--- src/rtl/sbm_pkg.sv ---
package sbm_pkg;

    typedef enum logic [3:0] {
        CMD_INHIBIT = 4'd0,
        CMD_NOP     = 4'd1,
        CMD_MODE    = 4'd2,
        CMD_REFRESH = 4'd3,
        CMD_PRECHG  = 4'd4,
        CMD_ACTIVE  = 4'd5,
        CMD_WRITE   = 4'd6,
        CMD_READ    = 4'd7,
        CMD_BSTOP   = 4'd8
    } sbm_cmd_e;

    typedef enum logic [2:0] {
        VIO_NONE        = 3'd0,
        VIO_ACCESS_IDLE = 3'd1,
        VIO_ACT_OPEN    = 3'd2,
        VIO_MODE_OPEN   = 3'd3,
        VIO_REF_OPEN    = 3'd4,
        VIO_REF_WINDOW  = 3'd5
    } sbm_vio_e;

endpackage

--- src/rtl/sbm_cmd_decode.sv ---
module sbm_cmd_decode
    import sbm_pkg::*;
(
    input  logic     cs_n,
    input  logic     ras_n,
    input  logic     cas_n,
    input  logic     we_n,
    output sbm_cmd_e cmd
);
    always_comb begin
        if (cs_n) begin
            cmd = CMD_INHIBIT;
        end else begin
            unique case ({ras_n, cas_n, we_n})
                3'b000:  cmd = CMD_MODE;
                3'b001:  cmd = CMD_REFRESH;
                3'b010:  cmd = CMD_PRECHG;
                3'b011:  cmd = CMD_ACTIVE;
                3'b100:  cmd = CMD_WRITE;
                3'b101:  cmd = CMD_READ;
                3'b110:  cmd = CMD_BSTOP;
                default: cmd = CMD_NOP;
            endcase
        end
    end
endmodule

--- src/rtl/sbm_refresh_timer.sv ---
module sbm_refresh_timer #(
    parameter int TRC_CYC = 7
) (
    input  logic clk,
    input  logic rst_n,
    input  logic start,
    output logic busy
);
    localparam int CW = $clog2(TRC_CYC + 1);
    localparam logic [CW-1:0] LOAD = CW'(TRC_CYC - 1);
    localparam logic [CW-1:0] ONE  = CW'(1);

    typedef struct packed {
        logic [CW-1:0] left;
    } tmr_t;

    tmr_t st_d, st_q;

    always_comb begin
        st_d = st_q;
        if (start) begin
            st_d.left = LOAD;
        end else if (st_q.left != '0) begin
            st_d.left = st_q.left - ONE;
        end
    end

    always_ff @(posedge clk) begin
        if (!rst_n) begin
            st_q <= '0;
        end else begin
            st_q <= st_d;
        end
    end

    assign busy = (st_q.left != '0);

    AST_WINDOW_STARTS: assert property (@(posedge clk) disable iff (!rst_n)
        (start && TRC_CYC > 1) |=> busy);
endmodule

--- src/rtl/sbm_bank_tracker.sv ---
module sbm_bank_tracker #(
    parameter int ROW_W = 13,
    parameter int BL_W  = 4
) (
    input  logic             clk,
    input  logic             rst_n,
    input  logic             do_act,
    input  logic             do_pre,
    input  logic             do_rw,
    input  logic             auto_pre,
    input  logic [ROW_W-1:0] row_in,
    input  logic [BL_W-1:0]  burst_len,
    output logic             open_o,
    output logic [ROW_W-1:0] row_o
);
    localparam logic [BL_W-1:0] ONE = BL_W'(1);

    typedef struct packed {
        logic             open;
        logic [ROW_W-1:0] row;
        logic             pend;
        logic [BL_W-1:0]  cnt;
    } bank_t;

    bank_t st_d, st_q;

    always_comb begin
        st_d = st_q;
        if (do_pre) begin
            st_d.open = 1'b0;
            st_d.pend = 1'b0;
        end else if (do_act) begin
            st_d.open = 1'b1;
            st_d.row  = row_in;
            st_d.pend = 1'b0;
            st_d.cnt  = '0;
        end else if (do_rw) begin
            st_d.pend = auto_pre;
            st_d.cnt  = (burst_len == '0) ? '0 : (burst_len - ONE);
        end else if (st_q.pend) begin
            if (st_q.cnt == '0) begin
                st_d.open = 1'b0;
                st_d.pend = 1'b0;
            end else begin
                st_d.cnt = st_q.cnt - ONE;
            end
        end
    end

    always_ff @(posedge clk) begin
        if (!rst_n) begin
            st_q <= '0;
        end else begin
            st_q <= st_d;
        end
    end

    assign open_o = st_q.open;
    assign row_o  = st_q.row;

    AST_ACT_OPENS_ROW: assert property (@(posedge clk) disable iff (!rst_n)
        (do_act && !do_pre) |=> (open_o && row_o == $past(row_in)));
    AST_PRE_CLOSES: assert property (@(posedge clk) disable iff (!rst_n)
        do_pre |=> !open_o);
    AST_AP_HOLDS_OPEN: assert property (@(posedge clk) disable iff (!rst_n)
        (st_q.pend && st_q.cnt != '0 && !do_pre && !do_act && !do_rw) |=> open_o);
endmodule

--- src/rtl/sdram_bank_monitor.sv ---
module sdram_bank_monitor
    import sbm_pkg::*;
#(
    parameter  int NUM_BANKS = 4,
    parameter  int ROW_W     = 13,
    parameter  int BL_W      = 4,
    parameter  int TRC_CYC   = 7,
    localparam int BA_W      = $clog2(NUM_BANKS)
) (
    input  logic                       clk,
    input  logic                       rst_n,
    input  logic                       cs_n,
    input  logic                       ras_n,
    input  logic                       cas_n,
    input  logic                       we_n,
    input  logic [BA_W-1:0]            ba,
    input  logic                       a10,
    input  logic [ROW_W-1:0]           row_addr,
    input  logic [BL_W-1:0]            burst_len,
    output logic [NUM_BANKS-1:0]       bank_open,
    output logic [NUM_BANKS*ROW_W-1:0] open_row,
    output logic                       err_valid,
    output logic [2:0]                 err_code
);
    typedef struct packed {
        logic     valid;
        sbm_vio_e code;
    } err_t;

    sbm_cmd_e cmd;
    sbm_vio_e vio;
    logic     ref_busy;
    logic     cmd_ok;
    logic     sel_open;
    logic     any_open;
    logic     is_rw;
    err_t     err_d, err_q;

    sbm_cmd_decode u_dec (
        .cs_n  (cs_n),
        .ras_n (ras_n),
        .cas_n (cas_n),
        .we_n  (we_n),
        .cmd   (cmd)
    );

    assign sel_open = bank_open[ba];
    assign any_open = |bank_open;
    assign is_rw    = (cmd == CMD_READ) || (cmd == CMD_WRITE);

    always_comb begin
        vio = VIO_NONE;
        if (cmd != CMD_INHIBIT && cmd != CMD_NOP && ref_busy) begin
            vio = VIO_REF_WINDOW;
        end else if (cmd == CMD_MODE && any_open) begin
            vio = VIO_MODE_OPEN;
        end else if (cmd == CMD_REFRESH && any_open) begin
            vio = VIO_REF_OPEN;
        end else if (cmd == CMD_ACTIVE && sel_open) begin
            vio = VIO_ACT_OPEN;
        end else if (is_rw && !sel_open) begin
            vio = VIO_ACCESS_IDLE;
        end
    end

    assign cmd_ok = (vio == VIO_NONE);

    sbm_refresh_timer #(.TRC_CYC(TRC_CYC)) u_trc (
        .clk   (clk),
        .rst_n (rst_n),
        .start (cmd == CMD_REFRESH && cmd_ok),
        .busy  (ref_busy)
    );

    for (genvar b = 0; b < NUM_BANKS; b++) begin : g_bank
        logic hit;
        assign hit = (ba == BA_W'(b));

        sbm_bank_tracker #(.ROW_W(ROW_W), .BL_W(BL_W)) u_bank (
            .clk       (clk),
            .rst_n     (rst_n),
            .do_act    (cmd == CMD_ACTIVE && cmd_ok && hit),
            .do_pre    (cmd == CMD_PRECHG && cmd_ok && (a10 || hit)),
            .do_rw     (is_rw && cmd_ok && hit),
            .auto_pre  (a10),
            .row_in    (row_addr),
            .burst_len (burst_len),
            .open_o    (bank_open[b]),
            .row_o     (open_row[b*ROW_W +: ROW_W])
        );
    end

    always_comb begin
        err_d.valid = !cmd_ok;
        err_d.code  = vio;
    end

    always_ff @(posedge clk) begin
        if (!rst_n) begin
            err_q <= '0;
        end else begin
            err_q <= err_d;
        end
    end

    assign err_valid = err_q.valid;
    assign err_code  = err_q.code;

    AST_IDLE_ACCESS_FLAGGED: assert property (@(posedge clk) disable iff (!rst_n)
        (is_rw && !bank_open[ba] && !ref_busy) |=> (err_valid && err_code == 3'd1));
    AST_MODE_OPEN_FLAGGED: assert property (@(posedge clk) disable iff (!rst_n)
        (cmd == CMD_MODE && (|bank_open) && !ref_busy) |=> (err_valid && err_code == 3'd3));
    AST_PREALL_CLOSES: assert property (@(posedge clk) disable iff (!rst_n)
        (cmd == CMD_PRECHG && a10 && !ref_busy) |=> (bank_open == '0));
    AST_WINDOW_FLAGGED: assert property (@(posedge clk) disable iff (!rst_n)
        (ref_busy && cmd != CMD_NOP && cmd != CMD_INHIBIT) |=> (err_code == 3'd5));
endmodule

--- config.mk ---
export PLATFORM = sky130hd
export DESIGN_NAME = sdram_bank_monitor
export DESIGN_NICKNAME = d
export VERILOG_FILES = /design/src/rtl/sbm_pkg.sv /design/src/rtl/sbm_cmd_decode.sv /design/src/rtl/sbm_refresh_timer.sv /design/src/rtl/sbm_bank_tracker.sv /design/src/rtl/sdram_bank_monitor.sv
export SDC_FILE = /design/constraint.sdc
export NUM_CORES = 1
export LEC_CHECK = 0
export BUFFER_PORTS_ARGS = -buffer_cell sky130_fd_sc_hd__clkbuf_2
export CAP_MARGIN = 40
export CORE_UTILIZATION = 49
export CTS_BUF_LIST = sky130_fd_sc_hd__clkbuf_4 sky130_fd_sc_hd__clkbuf_8
export CTS_CLUSTER_SIZE = 25
export DETAILED_ROUTE_END_ITERATION = 12
export PLACE_DENSITY = 0.77
export SYNTH_ARGS = -nofsm -noshare
export SYNTH_HDL_FRONTEND = slang
export SYNTH_HIERARCHICAL = 1
export SYNTH_SLANG_ARGS = --single-unit
--- constraint.sdc ---
create_clock -name clk -period 3.1 [get_ports clk]
set_clock_uncertainty 0.15 [all_clocks]
set_input_delay 0 -clock clk [delete_from_list [all_inputs] [get_ports clk]]
set_output_delay 0 -clock clk [all_outputs]
set_load 0.05 [all_outputs]
==> key figures <==
Status
  – Run status: complete, but fails checks
  – Violated checks: negative hold slack

STA
  – Final hold viol count: 1
  – Transition time of the tightest slew-check pin: 0.6042 ns
  – Achievable clock frequency: 346.1 MHz
  – Setup repair after global routing missed its margin: false
  – Setup-failing EPs final: 0
  – Final worst slack: 0.2102 ns
  – Post-route setup TNS: 0 ns
  – Fin. max-slew vios: 0
  – Minimum period implied by the final worst setup slack: 2.890 ns
  – Headroom to the max-slew limit: 0.5915
  – WHS: -0.003393 ns
  – Final critical-path share of the clock period: 0.9322

Synth
  – Post-synthesis cell count: 566
  – Most used DFF post-synth: sky130_fd_sc_hd__dfxtp_1
  – Synthesized Nets: 610
  – Area share of the largest cell type after synthesis: 0.3460
  – Number of different library cells in the post-synthesis netlist: 44
  – Mapped Area: 4802 µm²
  – Share of synthesized flip-flops with an asynchronous set or reset: 0
  – Synth Register Bits: 83
  – Number of flops mapped to enable cells by yosys: 0
  – Largest cells by area after synthesis: sky130_fd_sc_hd__dfxtp_1 (35%), sky130_fd_sc_hd__buf_4 (9.4%), sky130_fd_sc_hd__nand2_1 (9.1%)
  – Mean instance size in the synthesized netlist: 8.484 µm²
  – Total of warnings raised by yosys: 6
  – Largest area contributor in the synthesized netlist: sky130_fd_sc_hd__dfxtp_1
  – Register area share after synthesis: 0.3460

Drt
  – Vias per Instance: 5.275
  – Wire length per cell after detailed routing: 14.57 µm
  – First-pass iteration count of the detailed router: 5
  – DRC violations left: 0
  – Routed wire length: 11010 µm
  – Number of DRC violations after detailed-routing iteration 0: 168
  – Total number of vias: 3988
  – Count of antenna-violating nets left after detailed routing: 0

Power
  – Leakage Power: 2.073 nW
  – Net switching power of the design: 0.6030 mW
  – Overall power: 2.285 mW
  – Switch share: 0.2639
  – Power density over the cells: 424.2 nW/µm²
  – Portion of total power attributed to sequential cells: 0.479
  – Cell-internal power: 1.682 mW
  – Relative contribution of combinational cells to total power: 0.125
  – Maximum vdd drop: 0.2766 mV
  – Clk network pwr share: 0.395

GRT
  – Antenna violations before repair: 0
  – Remaining global-route overflow: 0
  – Via count of the first global-routing pass: 3729
  – Global-route wire length before repair: 17520 µm
  – GR Util All Layers: 0.2200
  – Maximum number of pins on one net before global-route repair: 75

Placement
  – Estimated wirelength of the detail-placed design: 7780 µm
  – Number of input and output port buffers inserted: 85
  – Gp weighted congestion: 0.8741
  – Worst Setup Slack post-DPL: 0.07208 ns

Setup path
  – Reg2reg path depth: 12
  – Worst reg-to-reg setup slack: 0.21 ns
  – R2r endpoint: g_bank[0].u_bank/st_q[0]
  – Critical path required time: 3.24 ns
  – Worst reg2reg path startpoint: u_trc/st_q[0]
  – Crit start category: flop
  – Cell chain of the critical path: or2_2 > inv_1 > ha_2 > inv_1 > nor2b_1 > or4b_4 > nor3_1 > buf_4 > nor2_1 > o22ai_4 > o21ai_0 > a21oi_1
  – Critical-path cell with the highest stage delay: sky130_fd_sc_hd__or4b_4
  – Delay of the slowest cell on the worst path: 0.52 ns
  – Setup CP Type: reg -> reg
  – Arrival time at the worst endpoint: 3.03 ns
  – Largest fanout on the critical path: 8
  – Most frequent cell on the critical path: sky130_fd_sc_hd__inv_1
  – Critical path capture point type: flop

Clock tree
  – Clock-pin slew on the worst setup and hold paths: 0.09 ns
  – Clock tree from TritonCTS: built
  – TritonCTS sink count: 83
  – Clock Latency Late Sink: 0.36 ns
  – H-Tree Level Count: 3
  – Number of buffers created by CTS: 9
  – Clock Root Buffer: sky130_fd_sc_hd__clkbuf_8
  – Buffer levels on the longest clock path: 2

Cells and area
  – Share of post-route cells with drive strength above 1: 0.2440
  – # diodes: 0
  – Total number of nets in the final design: 666
  – Core occupancy in the finished layout: 0.5749
  – Synthesis-to-layout area growth: 12.19%

Floorplanning
  – Die Footprint: 10200 µm²
  – Initial cell density of the core: 0.5124
  – Die width: 101.0 µm
  – Top Ports: 86
  – Height of the chip: 101.0 µm
  – Core Footprint: 9371 µm²
  – Std cell rows: 35

Min path
  – Endpoint, Worst Hold: g_bank[0].u_bank/st_q[4]
  – Startpoint of the lowest-slack hold path: ba[0]
  – Cell depth of the worst hold path: 4
  – Path category of the worst min-delay check: in -> reg

Flow run
  – Number of maximum-capacitance violations: 0
what timing repair did:
action	in CTS	in global routing
endpoints found under the setup margin	0	68
hold buffers	15	0
setup buffers	0	4
gates resized for setup	0	6
endpoints found under the hold margin	67	0
Yosys cell counts (2+ instances only):
| cell type | n |
|---|---|
| sky130_fd_sc_hd__nand2b_1 | 22 |
| sky130_fd_sc_hd__a2111oi_0 | 3 |
| sky130_fd_sc_hd__o22ai_4 | 4 |
| sky130_fd_sc_hd__o31a_1 | 7 |
| sky130_fd_sc_hd__dfxtp_1 | 83 |
| sky130_fd_sc_hd__nand2b_4 | 4 |
| sky130_fd_sc_hd__a21o_1 | 4 |
| sky130_fd_sc_hd__nand2_1 | 117 |
| sky130_fd_sc_hd__xnor2_1 | 5 |
| sky130_fd_sc_hd__nor3_1 | 15 |
| sky130_fd_sc_hd__nand3b_1 | 5 |
| sky130_fd_sc_hd__a21boi_0 | 52 |
| sky130_fd_sc_hd__buf_6 | 4 |
| sky130_fd_sc_hd__a21oi_1 | 20 |
| sky130_fd_sc_hd__nor2_1 | 27 |
| sky130_fd_sc_hd__inv_1 | 21 |
| sky130_fd_sc_hd__a2bb2oi_1 | 4 |
| sky130_fd_sc_hd__nor2b_2 | 4 |
| sky130_fd_sc_hd__buf_4 | 60 |
| sky130_fd_sc_hd__o21ai_0 | 13 |
| sky130_fd_sc_hd__clkbuf_1 | 8 |
| sky130_fd_sc_hd__nor4b_1 | 6 |
| sky130_fd_sc_hd__o32a_1 | 8 |
| sky130_fd_sc_hd__or3b_2 | 2 |
| sky130_fd_sc_hd__nor4_1 | 3 |
| sky130_fd_sc_hd__ha_1 | 18 |
| sky130_fd_sc_hd__and2b_2 | 4 |
| sky130_fd_sc_hd__o21a_1 | 4 |
| sky130_fd_sc_hd__nor3b_4 | 4 |
| sky130_fd_sc_hd__nor2b_1 | 10 |
| sky130_fd_sc_hd__mux2_2 | 4 |
| sky130_fd_sc_hd__o22ai_1 | 8 |
| sky130_fd_sc_hd__o31ai_1 | 2 |
critical path: cells and delay by family, from the launching register on:
kind / cells / cell delay (ns)
compound gates: 3 / 0.55
fa+ha+maj: 1 / 0.23
buf+inv: 3 / 0.33
flops: 1 / 0.35
simple gates: 5 / 1.23
how the worst max path moves through the flow:
stage	startpoint	end	slack, ns	cells after the start
4_1_cts	u_trc/st_q[0]	g_bank[1].u_bank/row_o[4]	0.05	12
3_5_place_dp	u_trc/st_q[0]	g_bank[1].u_bank/row_o[4]	0.07	12
5_1_grt	u_trc/st_q[0]	g_bank[2].u_bank/st_q[3]	0.03	11
2_1_floorplan	u_trc/st_q[0]	g_bank[1].u_bank/st_q[0]	0.002	11
6_report	u_trc/st_q[0]	g_bank[0].u_bank/st_q[0]	0.21	12
3_3_place_gp	u_trc/st_q[0]	g_bank[0].u_bank/row_o[10]	0.20	11
registers in the layout, indices dropped and copies added (netlist names):
signal                count
g_bank.u_bank/row_o      52
u_trc/st_q                3
g_bank.u_bank/st_q       20
err_valid                 1
err_code                  3
g_bank.u_bank/open_o      4
stage by stage:
step / area (µm²) / std cells
2_1_floorplan: 4802 / 566
3_3_place_gp: 4961 / 721
3_5_place_dp: 4961 / 721
4_1_cts: 5344 / 752
5_1_grt: 5388 / 756
6_report: 5388 / 756
placed cells by master, fill, tap and decap left out, drive strengths merged, types with 7 or more instances in the layout:
cell type and count:
a21oi 20, nand2b 26, o22ai 12, nor2b 14, buf 17, o31a 7, inv 23, nor2 27
clkbuf 95, nand2 117, ha 18, dfxtp 83, dlygate4sd3 15, a21boi 52, nor3 15, o21ai 13
o32a 8
power by group through the flow:
stage	Sequential (mW)	Clock, mW	Combinational, mW
final	1.10	0.903	0.287
after CTS	1.10	0.925	0.282
after floorplan	1.13	0	0.170
after global placement	1.12	0	0.259
after detailed placement	1.12	0	0.266
after global routing	1.10	0.968	0.312
final cells by class:
cell class                 instances  area, µm²
timing repair buffer             117      703.2
sequential                        83       1662
inverter                          21      78.83
fill                             868       3984
multi-input combinational        390       2550
tap                              129      161.4
clock inverter                     6      95.09
clock buffer                      10      137.6
logic make-up after synthesis:
logic type | count (synthesis) | synth area share
mux | 6 | 0.01719
simple gates | 231 | 0.2525
xor+xnor | 6 | 0.01094
compound gates | 129 | 0.2006
flops | 83 | 0.3460
fa+ha+maj | 18 | 0.04690
buf+inv | 93 | 0.1258
per-layer routing:
layer  GRT usage  vias to the layer above  wire length (µm)
li1            -                     1987                 -
met1      0.2680                     1861              4890
met2      0.3862                      126              5346
met3     0.04438                       14               600
met4     0.07358                        0               174
met5           0                        -                 0
(Power assumes the default switching activity.)
